`config.mk`:
```
export PLATFORM = sky130hd
export DESIGN_NAME = sop_alu
export DESIGN_NICKNAME = d
export VERILOG_FILES = /design/src/rtl/sop_alu_pkg.sv /design/src/rtl/sop_shift_unit.sv /design/src/rtl/sop_arith_unit.sv /design/src/rtl/sop_lane.sv /design/src/rtl/sop_alu.sv
export SDC_FILE = /design/constraint.sdc
export NUM_CORES = 1
export LEC_CHECK = 0
export ABC_AREA = 1
export BUFFER_PORTS_ARGS = -buffer_cell sky130_fd_sc_hd__buf_2
export CAP_MARGIN = 20
export CELL_PAD_IN_SITES_DETAIL_PLACEMENT = 1
export CELL_PAD_IN_SITES_GLOBAL_PLACEMENT = 1
export CORE_UTILIZATION = 39
export CTS_BUF_LIST = sky130_fd_sc_hd__clkbuf_16
export DETAILED_ROUTE_END_ITERATION = 8
export PLACE_DENSITY = 0.87
export SLEW_MARGIN = 20
export SYNTH_ARGS = -nofsm -noshare
export SYNTH_HDL_FRONTEND = slang
export SYNTH_SLANG_ARGS = --single-unit
```
`constraint.sdc`:
```
create_clock -name clk_i -period 0.8 [get_ports clk_i]
set_input_delay 0.16 -clock clk_i [delete_from_list [all_inputs] [get_ports clk_i]]
set_output_delay 0.16 -clock clk_i [all_outputs]
set_load 0.02 [all_outputs]
```
`src/rtl/sop_alu_pkg.sv`:
```
package sop_alu_pkg;
  localparam int OP_W   = 4;
  localparam int FLAG_N = 2;
  localparam int FLAG_Z = 1;
  localparam int FLAG_C = 0;
  localparam int FLAG_CNT = 3;

  typedef enum logic [OP_W-1:0] {
    OP_NEG  = 4'h0,
    OP_CPL  = 4'h3,
    OP_SRL  = 4'h4,
    OP_RRC  = 4'h6,
    OP_SRA  = 4'h7,
    OP_SLL  = 4'h8,
    OP_RLC  = 4'h9,
    OP_DEC  = 4'hA,
    OP_INC  = 4'hC,
    OP_TNZ  = 4'hD,
    OP_SWAP = 4'hE,
    OP_CLR  = 4'hF
  } sop_op_e;

  function automatic logic op_legal(logic [OP_W-1:0] op);
    case (op)
      4'h1, 4'h2, 4'h5, 4'hB: return 1'b0;
      default:                return 1'b1;
    endcase
  endfunction

  function automatic logic op_writes_c(logic [OP_W-1:0] op);
    case (op)
      OP_NEG, OP_CPL, OP_SRL, OP_RRC, OP_SRA, OP_SLL, OP_RLC: return 1'b1;
      default: return 1'b0;
    endcase
  endfunction
endpackage

```
`src/rtl/sop_shift_unit.sv`:
```
module sop_shift_unit
  import sop_alu_pkg::*;
#(
  parameter int W = 8
) (
  input  logic [OP_W-1:0] op_i,
  input  logic [W-1:0]    x_i,
  input  logic            carry_i,
  output logic [W-1:0]    res_o,
  output logic            c_o,
  output logic            hit_o
);
  localparam int HALF = W / 2;

  always_comb begin
    res_o = '0;
    c_o   = carry_i;
    hit_o = 1'b1;
    case (op_i)
      OP_SRL: begin res_o = {1'b0, x_i[W-1:1]};     c_o = x_i[0];   end
      OP_SRA: begin res_o = {x_i[W-1], x_i[W-1:1]}; c_o = x_i[0];   end
      OP_RRC: begin res_o = {carry_i, x_i[W-1:1]};  c_o = x_i[0];   end
      OP_SLL: begin res_o = {x_i[W-2:0], 1'b0};     c_o = x_i[W-1]; end
      OP_RLC: begin res_o = {x_i[W-2:0], carry_i};  c_o = x_i[W-1]; end
      OP_SWAP: res_o = {x_i[HALF-1:0], x_i[W-1:HALF]};
      default: hit_o = 1'b0;
    endcase
  end
endmodule

```
`src/rtl/sop_arith_unit.sv`:
```
module sop_arith_unit
  import sop_alu_pkg::*;
#(
  parameter int W = 8
) (
  input  logic [OP_W-1:0] op_i,
  input  logic [W-1:0]    x_i,
  input  logic            carry_i,
  output logic [W-1:0]    res_o,
  output logic            c_o
);
  always_comb begin
    res_o = '0;
    c_o   = carry_i;
    case (op_i)
      OP_NEG: begin res_o = '0 - x_i; c_o = |x_i; end
      OP_CPL: begin res_o = ~x_i;     c_o = 1'b1; end
      OP_DEC: res_o = x_i - W'(1);
      OP_INC: res_o = x_i + W'(1);
      OP_TNZ: res_o = x_i;
      default: res_o = '0;
    endcase
  end
endmodule

```
`src/rtl/sop_lane.sv`:
```
module sop_lane
  import sop_alu_pkg::*;
#(
  parameter int W = 8
) (
  input  logic [OP_W-1:0] op_i,
  input  logic [W-1:0]    x_i,
  input  logic            carry_i,
  output logic [W-1:0]    res_o,
  output logic            c_o
);
  logic [W-1:0] sh_res, ar_res;
  logic         sh_c, ar_c, sh_hit, legal;

  sop_shift_unit #(.W(W)) i_shift (
    .op_i(op_i), .x_i(x_i), .carry_i(carry_i),
    .res_o(sh_res), .c_o(sh_c), .hit_o(sh_hit)
  );

  sop_arith_unit #(.W(W)) i_arith (
    .op_i(op_i), .x_i(x_i), .carry_i(carry_i),
    .res_o(ar_res), .c_o(ar_c)
  );

  assign legal = op_legal(op_i);

  always_comb begin
    if (!legal) begin
      res_o = '0;
      c_o   = 1'b0;
    end else if (sh_hit) begin
      res_o = sh_res;
      c_o   = sh_c;
    end else begin
      res_o = ar_res;
      c_o   = ar_c;
    end
  end
endmodule

```
`src/rtl/sop_alu.sv`:
```
module sop_alu
  import sop_alu_pkg::*;
#(
  parameter int WORD_W = 16
) (
  input  logic              clk_i,
  input  logic              rst_ni,
  input  logic              valid_i,
  input  logic [3:0]        op_i,
  input  logic [WORD_W-1:0] operand_i,
  input  logic              word_i,
  input  logic              carry_i,
  output logic              valid_o,
  output logic [WORD_W-1:0] result_o,
  output logic              flag_n_o,
  output logic              flag_z_o,
  output logic              flag_c_o,
  output logic [2:0]        flag_we_o,
  output logic              illegal_o
);
  localparam int BYTE_W  = WORD_W / 2;
  localparam int N_LANES = 2;

  logic [WORD_W-1:0] lane_res [N_LANES];
  logic              lane_c   [N_LANES];

  // lane 0: byte width, lane 1: word width
  for (genvar g = 0; g < N_LANES; g++) begin : g_lane
    localparam int LW = (g == 0) ? BYTE_W : WORD_W;
    logic [LW-1:0] res;
    sop_lane #(.W(LW)) i_lane (
      .op_i(op_i), .x_i(operand_i[LW-1:0]), .carry_i(carry_i),
      .res_o(res), .c_o(lane_c[g])
    );
    assign lane_res[g] = WORD_W'(res);
  end

  logic [WORD_W-1:0]   sel_res;
  logic                sel_c, legal, n_d, z_d;
  logic [FLAG_CNT-1:0] we_d;

  assign sel_res = word_i ? lane_res[1] : lane_res[0];
  assign sel_c   = word_i ? lane_c[1]   : lane_c[0];
  assign legal   = op_legal(op_i);

  always_comb begin
    we_d         = '0;
    we_d[FLAG_N] = legal;
    we_d[FLAG_Z] = legal;
    we_d[FLAG_C] = legal && op_writes_c(op_i);
  end

  assign n_d = legal && (word_i ? sel_res[WORD_W-1] : sel_res[BYTE_W-1]);
  assign z_d = legal && (word_i ? (sel_res == '0) : (sel_res[BYTE_W-1:0] == '0));

  always_ff @(posedge clk_i or negedge rst_ni) begin
    if (!rst_ni) begin
      valid_o   <= 1'b0;
      result_o  <= '0;
      flag_n_o  <= 1'b0;
      flag_z_o  <= 1'b0;
      flag_c_o  <= 1'b0;
      flag_we_o <= '0;
      illegal_o <= 1'b0;
    end else begin
      valid_o <= valid_i;
      if (valid_i) begin
        result_o  <= sel_res;
        flag_n_o  <= n_d;
        flag_z_o  <= z_d;
        flag_c_o  <= sel_c;
        flag_we_o <= we_d;
        illegal_o <= !legal;
      end
    end
  end
endmodule

```
==> results of run 1 <==
## stage by stage
stage                     instances  worst slack (ns)  instance area, um^2  TNS (ns)  hold slack [ns]
after floorplan                 604            -1.042                 3540    -15.05          -0.1356
after global placement          856            -1.528                 4716    -25.45           0.1009
after detailed placement        856            -1.730                 4716    -28.57           0.1166
## cells by family after synthesis
family	synth area share (%)
AND/OR/NAND/NOR	47.97
AO/OA/AOI/OAI	15.47
buffers and inverters	11.41
flip-flops	17.44
adder cells (fa/ha/maj)	7.433
XOR/XNOR	0.2655
## cells in the mapped netlist (all sizes together), types with 3 or more instances
master / number / area, um^2
nand4: 6 / 37.54
ha: 18 / 225.2
nor3: 4 / 20.02
inv: 72 / 270.3
o21ai: 49 / 249.0
buf: 12 / 80.07
o22ai: 4 / 25.02
or2: 5 / 31.28
nand3: 63 / 320.3
nor2: 75 / 291.5
o211ai: 3 / 22.52
and2: 3 / 18.77
nand2: 215 / 814.5
clkbuf: 6 / 22.52
a21oi: 30 / 150.1
dfrtp: 23 / 575.6
nand3b: 4 / 42.54
==> impl_metrics.toml, run 1 <==
[status]
status = "stopped before the end"
stop_stage = "clock tree synthesis (4_1_cts)"
toolErrorMsg = "[ERROR DPL-0033] detailed placement checks failed during check placement."

[synth]
syn_nets = 648
synth-main-ff-cell = "dfrtp_1"
synthCells = 604
netlist_area_um2 = 3299
synth_cell_types = 38
yosysWarnings = 0
yosys_register_bits = 23
synth.avg_cell_area_um2 = 5.463
synth-edff-count = 0
async_flop_share_pct = 100.0
ys_seq_area_share_pct = 17.44

[die]
io_pins = 49
die_w_um = 93.98
rows = 33
start_util_pct = 40.16
fp.dieH_um = 93.98

[cts]
holdBufCountCts = 1
clk_path_buf_depth = 2
root_buffer = "clkbuf_16"
cts_resized = 250
cts_max_level = 1
cts.sinks = 23
cts_made_buffers = 3
postCtsSetupBuffers = 37

[placed_design]
dp_hpwl_um = 13670
place_congestion = 0.9598
io_buffers = 48
==> run 2, diff against run 1 <==
--- a/config.mk
+++ b/config.mk
@@ -8,12 +8,9 @@
 export ABC_AREA = 1
 export BUFFER_PORTS_ARGS = -buffer_cell sky130_fd_sc_hd__buf_2
 export CAP_MARGIN = 20
-export CELL_PAD_IN_SITES_DETAIL_PLACEMENT = 1
-export CELL_PAD_IN_SITES_GLOBAL_PLACEMENT = 1
-export CORE_UTILIZATION = 39
-export CTS_BUF_LIST = sky130_fd_sc_hd__clkbuf_16
+export CORE_UTILIZATION = 40
 export DETAILED_ROUTE_END_ITERATION = 8
-export PLACE_DENSITY = 0.87
+export PLACE_DENSITY_LB_ADDON = 0.15
 export SLEW_MARGIN = 20
 export SYNTH_ARGS = -nofsm -noshare
 export SYNTH_HDL_FRONTEND = slang
==> run 2 against run 1 <==
  * The flow now finishes, with violations (negative setup slack)
  * Synthesized area stayed put
  * Synthesized cell count stayed put
==> impl_metrics.toml, run 2 <==
[drt]
via_per_inst = 5.422
first_pass_iters = 5
wl_um = 14630
vias = 4880
detail-route-antenna-nets = 0
drc = 0
drtIter0Drc = 352
detail_route.wl_per_cell_um = 16.25

[pwr]
p_leak_nw = 3.029
power_frac_clock_pct = 12.3
ir_worst_vdd_uv = 751.9
seqPwrFrac_pct = 23.8
finalPower_w = 0.005856
combPwrFrac_pct = 63.9
cellPowerDensity_nw_per_um2 = 959.3
p_sw_share_pct = 42.24
internal-power_w = 0.003382
p_sw_w = 0.002474

[synth]
synth_most_common_cell = "nand2_1"
synth.avg_cell_area_um2 = 5.463
synth_area_leaders = "nand2_1 (24%), dfrtp_1 (17%), nand3_1 (9.4%), nor2_1 (8.1%), inv_1 (7.3%)"
syn_nets = 648
ys_seq_area_share_pct = 17.44
yosysTopAreaCellShare_pct = 24.12
synth-edff-count = 0
synth_cell_types = 38
synthCells = 604
async_flop_share_pct = 100.0
yosys.area.top_type = "nand2_1"
netlist_area_um2 = 3299
yosys_register_bits = 23
yosysWarnings = 0
synth-main-ff-cell = "dfrtp_1"
synth_commonest_cells = "nand2_1 (212), nor2_1 (71), inv_1 (64)"

[sta]
fmax_ghz = 0.4765
worstMarginPinSlew_ns = 0.3720
slew_viol_final = 0
rsz0062_at_grt = "true"
layout_setup_ws_ns = -1.299
setup_violations = 46
layout_min_cycle_time_ns = 2.099
finalCritPeriodShare_pct = 262.3
skew_ns = 0
slew_headroom_pct = 75.01
hold_viol_final = 0
final.setup.tns_ns = -24.20

[worst_setup_path]
cpMostUsedCell = "nand3_2"
crit_cells = 19
max_stage_delay_ns = 0.22
worstPathArrival_ns = 2.31
crit_family = "simple AND/OR/NAND/NOR gates"
r2r_cells = 4
critPathSlowestCell = "ha_4"
critical_path_class = "in -> reg"
cp.buffers_inverters = 4
start_kind = "input port"
cp-end-kind = "register"
crit_path_cell_trace = "buf_8 > nor2_4 > buf_6 > nand2_8 > buf_8 > ha_4 > nand2_2 > nor2_2 > nand2_1 > nand3_2 > buf_6 > or2_4 > nand3_2 > nand2_2 > nand2_2 > nand3_2 > nor2_4 > nand3_2 > nand2_1"
crit_required_ns = 1.01
cp_max_fo = 6

[global_route]
grt_max_degree = 25
grt_pass1_vias = 4749
grt_pass1_wl_um = 22560
antenna_found_initial = 0
grt.total_usage_pct = 32.71
globalRouteOverflowTotal = 0

[flow_run]
maxCapViolations = 0

[cts]
cts_tree = "built"
cts.sinks = 23
root_buffer = "clkbuf_8"
clk_path_buf_depth = 2
cts.clk_slew.worst_paths_ns = 0.08
cts_made_buffers = 3
clk_latency_ns = 0.26
cts_max_level = 1

[status]
status = "complete, but fails checks"
violations = "negative setup slack"

[die]
die_w_um = 92.82
start_util_pct = 42.04
core_area_um2 = 7848
fp.dieH_um = 92.82
io_pins = 49
die_area_um2 = 8616
rows = 32

[min_path]
min_path_cells = 2
hp-class = "in -> reg"

[cells_and_area]
n_fill_cell = 591
largest_register_ff_count = 16
area_growth_pct = 85.02
final_util_pct = 77.79
final_cell_mix = "nand2_1 (159), buf_4 (128), nor2_1 (56)"
antenna_cells = 0
nets = 843
final_common_cell = "nand2_1"
largest-register = "result_o"
layout-drive-gt1-share_pct = 48.25
biggestRegsByFlops = "result_o x16, flag_we_o x2"

[placed_design]
place_congestion = 0.9724
dp_hpwl_um = 10090
io_buffers = 48
## run 2: cell counts after synthesis
No cell type changed its count.
## run 2: path summary, 6_finish.rpt
| check | from | endpoint | slack [ns] |
|---|---|---|---|
| min | valid_i | valid_o | 0.16 |
| min in group asynchronous | rst_ni | result_o[1] | 0.41 |
| max | op_i[1] | flag_z_o | -1.30 |
| min reg2reg | result_o[15] | result_o[15] | 0.52 |
| max in group asynchronous | rst_ni | flag_we_o[0] | 0.25 |
| max reg2reg | flag_we_o[0] | flag_we_o[0] | -0.08 |
## run 2: kinds of logic (layout without fill, tap and decap cells)
| logic type | count (synthesis) | count (layout) | share of synthesized area (%) |
|---|---|---|---|
| buffers and inverters | 91 | 284 | 11.41 |
| xor gates and xnor gates | 1 | 1 | 0.2655 |
| and+or+nand+nor | 376 | 377 | 47.97 |
| AOI/OAI and AO/OA | 94 | 94 | 15.47 |
| adders and majority gates | 19 | 19 | 7.433 |
| DFF | 23 | 23 | 17.44 |
## run 2: metrics by stage
step	instance area [um^2]	setup slack [ns]	cells	hold slack [ns]
floorplan	3540	-1.042	604	-0.1356
CTS	5602	-1.131	881	0.1602
detailed placement	4762	-1.574	858	0.1057
finish	6105	-1.299	900	0.1646
global placement	4762	-1.545	858	0.1027
global route	6105	-1.404	900	0.1637
## run 2: per-layer routing
| metal | vias up | part of all wire (%) | global-route usage, % | routed length (um) |
|---|---|---|---|---|
| met4 | 0 | 3.8 | 11.41 | 550 |
| met3 | 46 | 4.8 | 3.038 | 704 |
| met5 | - | 0 | 0 | 0 |
| li1 | 2351 | - | - | - |
| met1 | 2303 | 43 | 42.47 | 6230 |
| met2 | 180 | 49 | 56.19 | 7143 |
## run 2: layout make-up
| type | instances | area, um^2 | share of cell area, % |
|---|---|---|---|
| tap | 102 | 127.6 | 2.091 |
| timing repair buffer | 207 | 1795 | 29.41 |
| inverter | 73 | 316.6 | 5.185 |
| multi-input combinational | 491 | 3243 | 53.13 |
| clock inverter | 1 | 5.005 | 0.08198 |
| sequential | 23 | 575.6 | 9.428 |
| clock buffer | 3 | 41.29 | 0.6764 |
## run 2: what timing repair did
item | in CTS | in global routing
buffers inserted | 18 | 22
hold buffers | 1 | 0
endpoints found under the setup margin | 46 | 46
cloned | 1 | 0
gates resized for setup | 167 | 97
hold endpoints to repair | 23 | 0
pin swaps | 41 | 43
## run 2: power by group through the flow
stage	combinational, W	sequential, W	clock (W)
after floorplan	0.00128	0.00155	0
after CTS	0.00323	0.00139	0.000729
after global placement	0.00257	0.00137	0
final	0.00374	0.00139	0.000719
after global routing	0.00401	0.00141	0.000779
after detailed placement	0.00261	0.00138	0
Power figures use the tool's default switching activity.
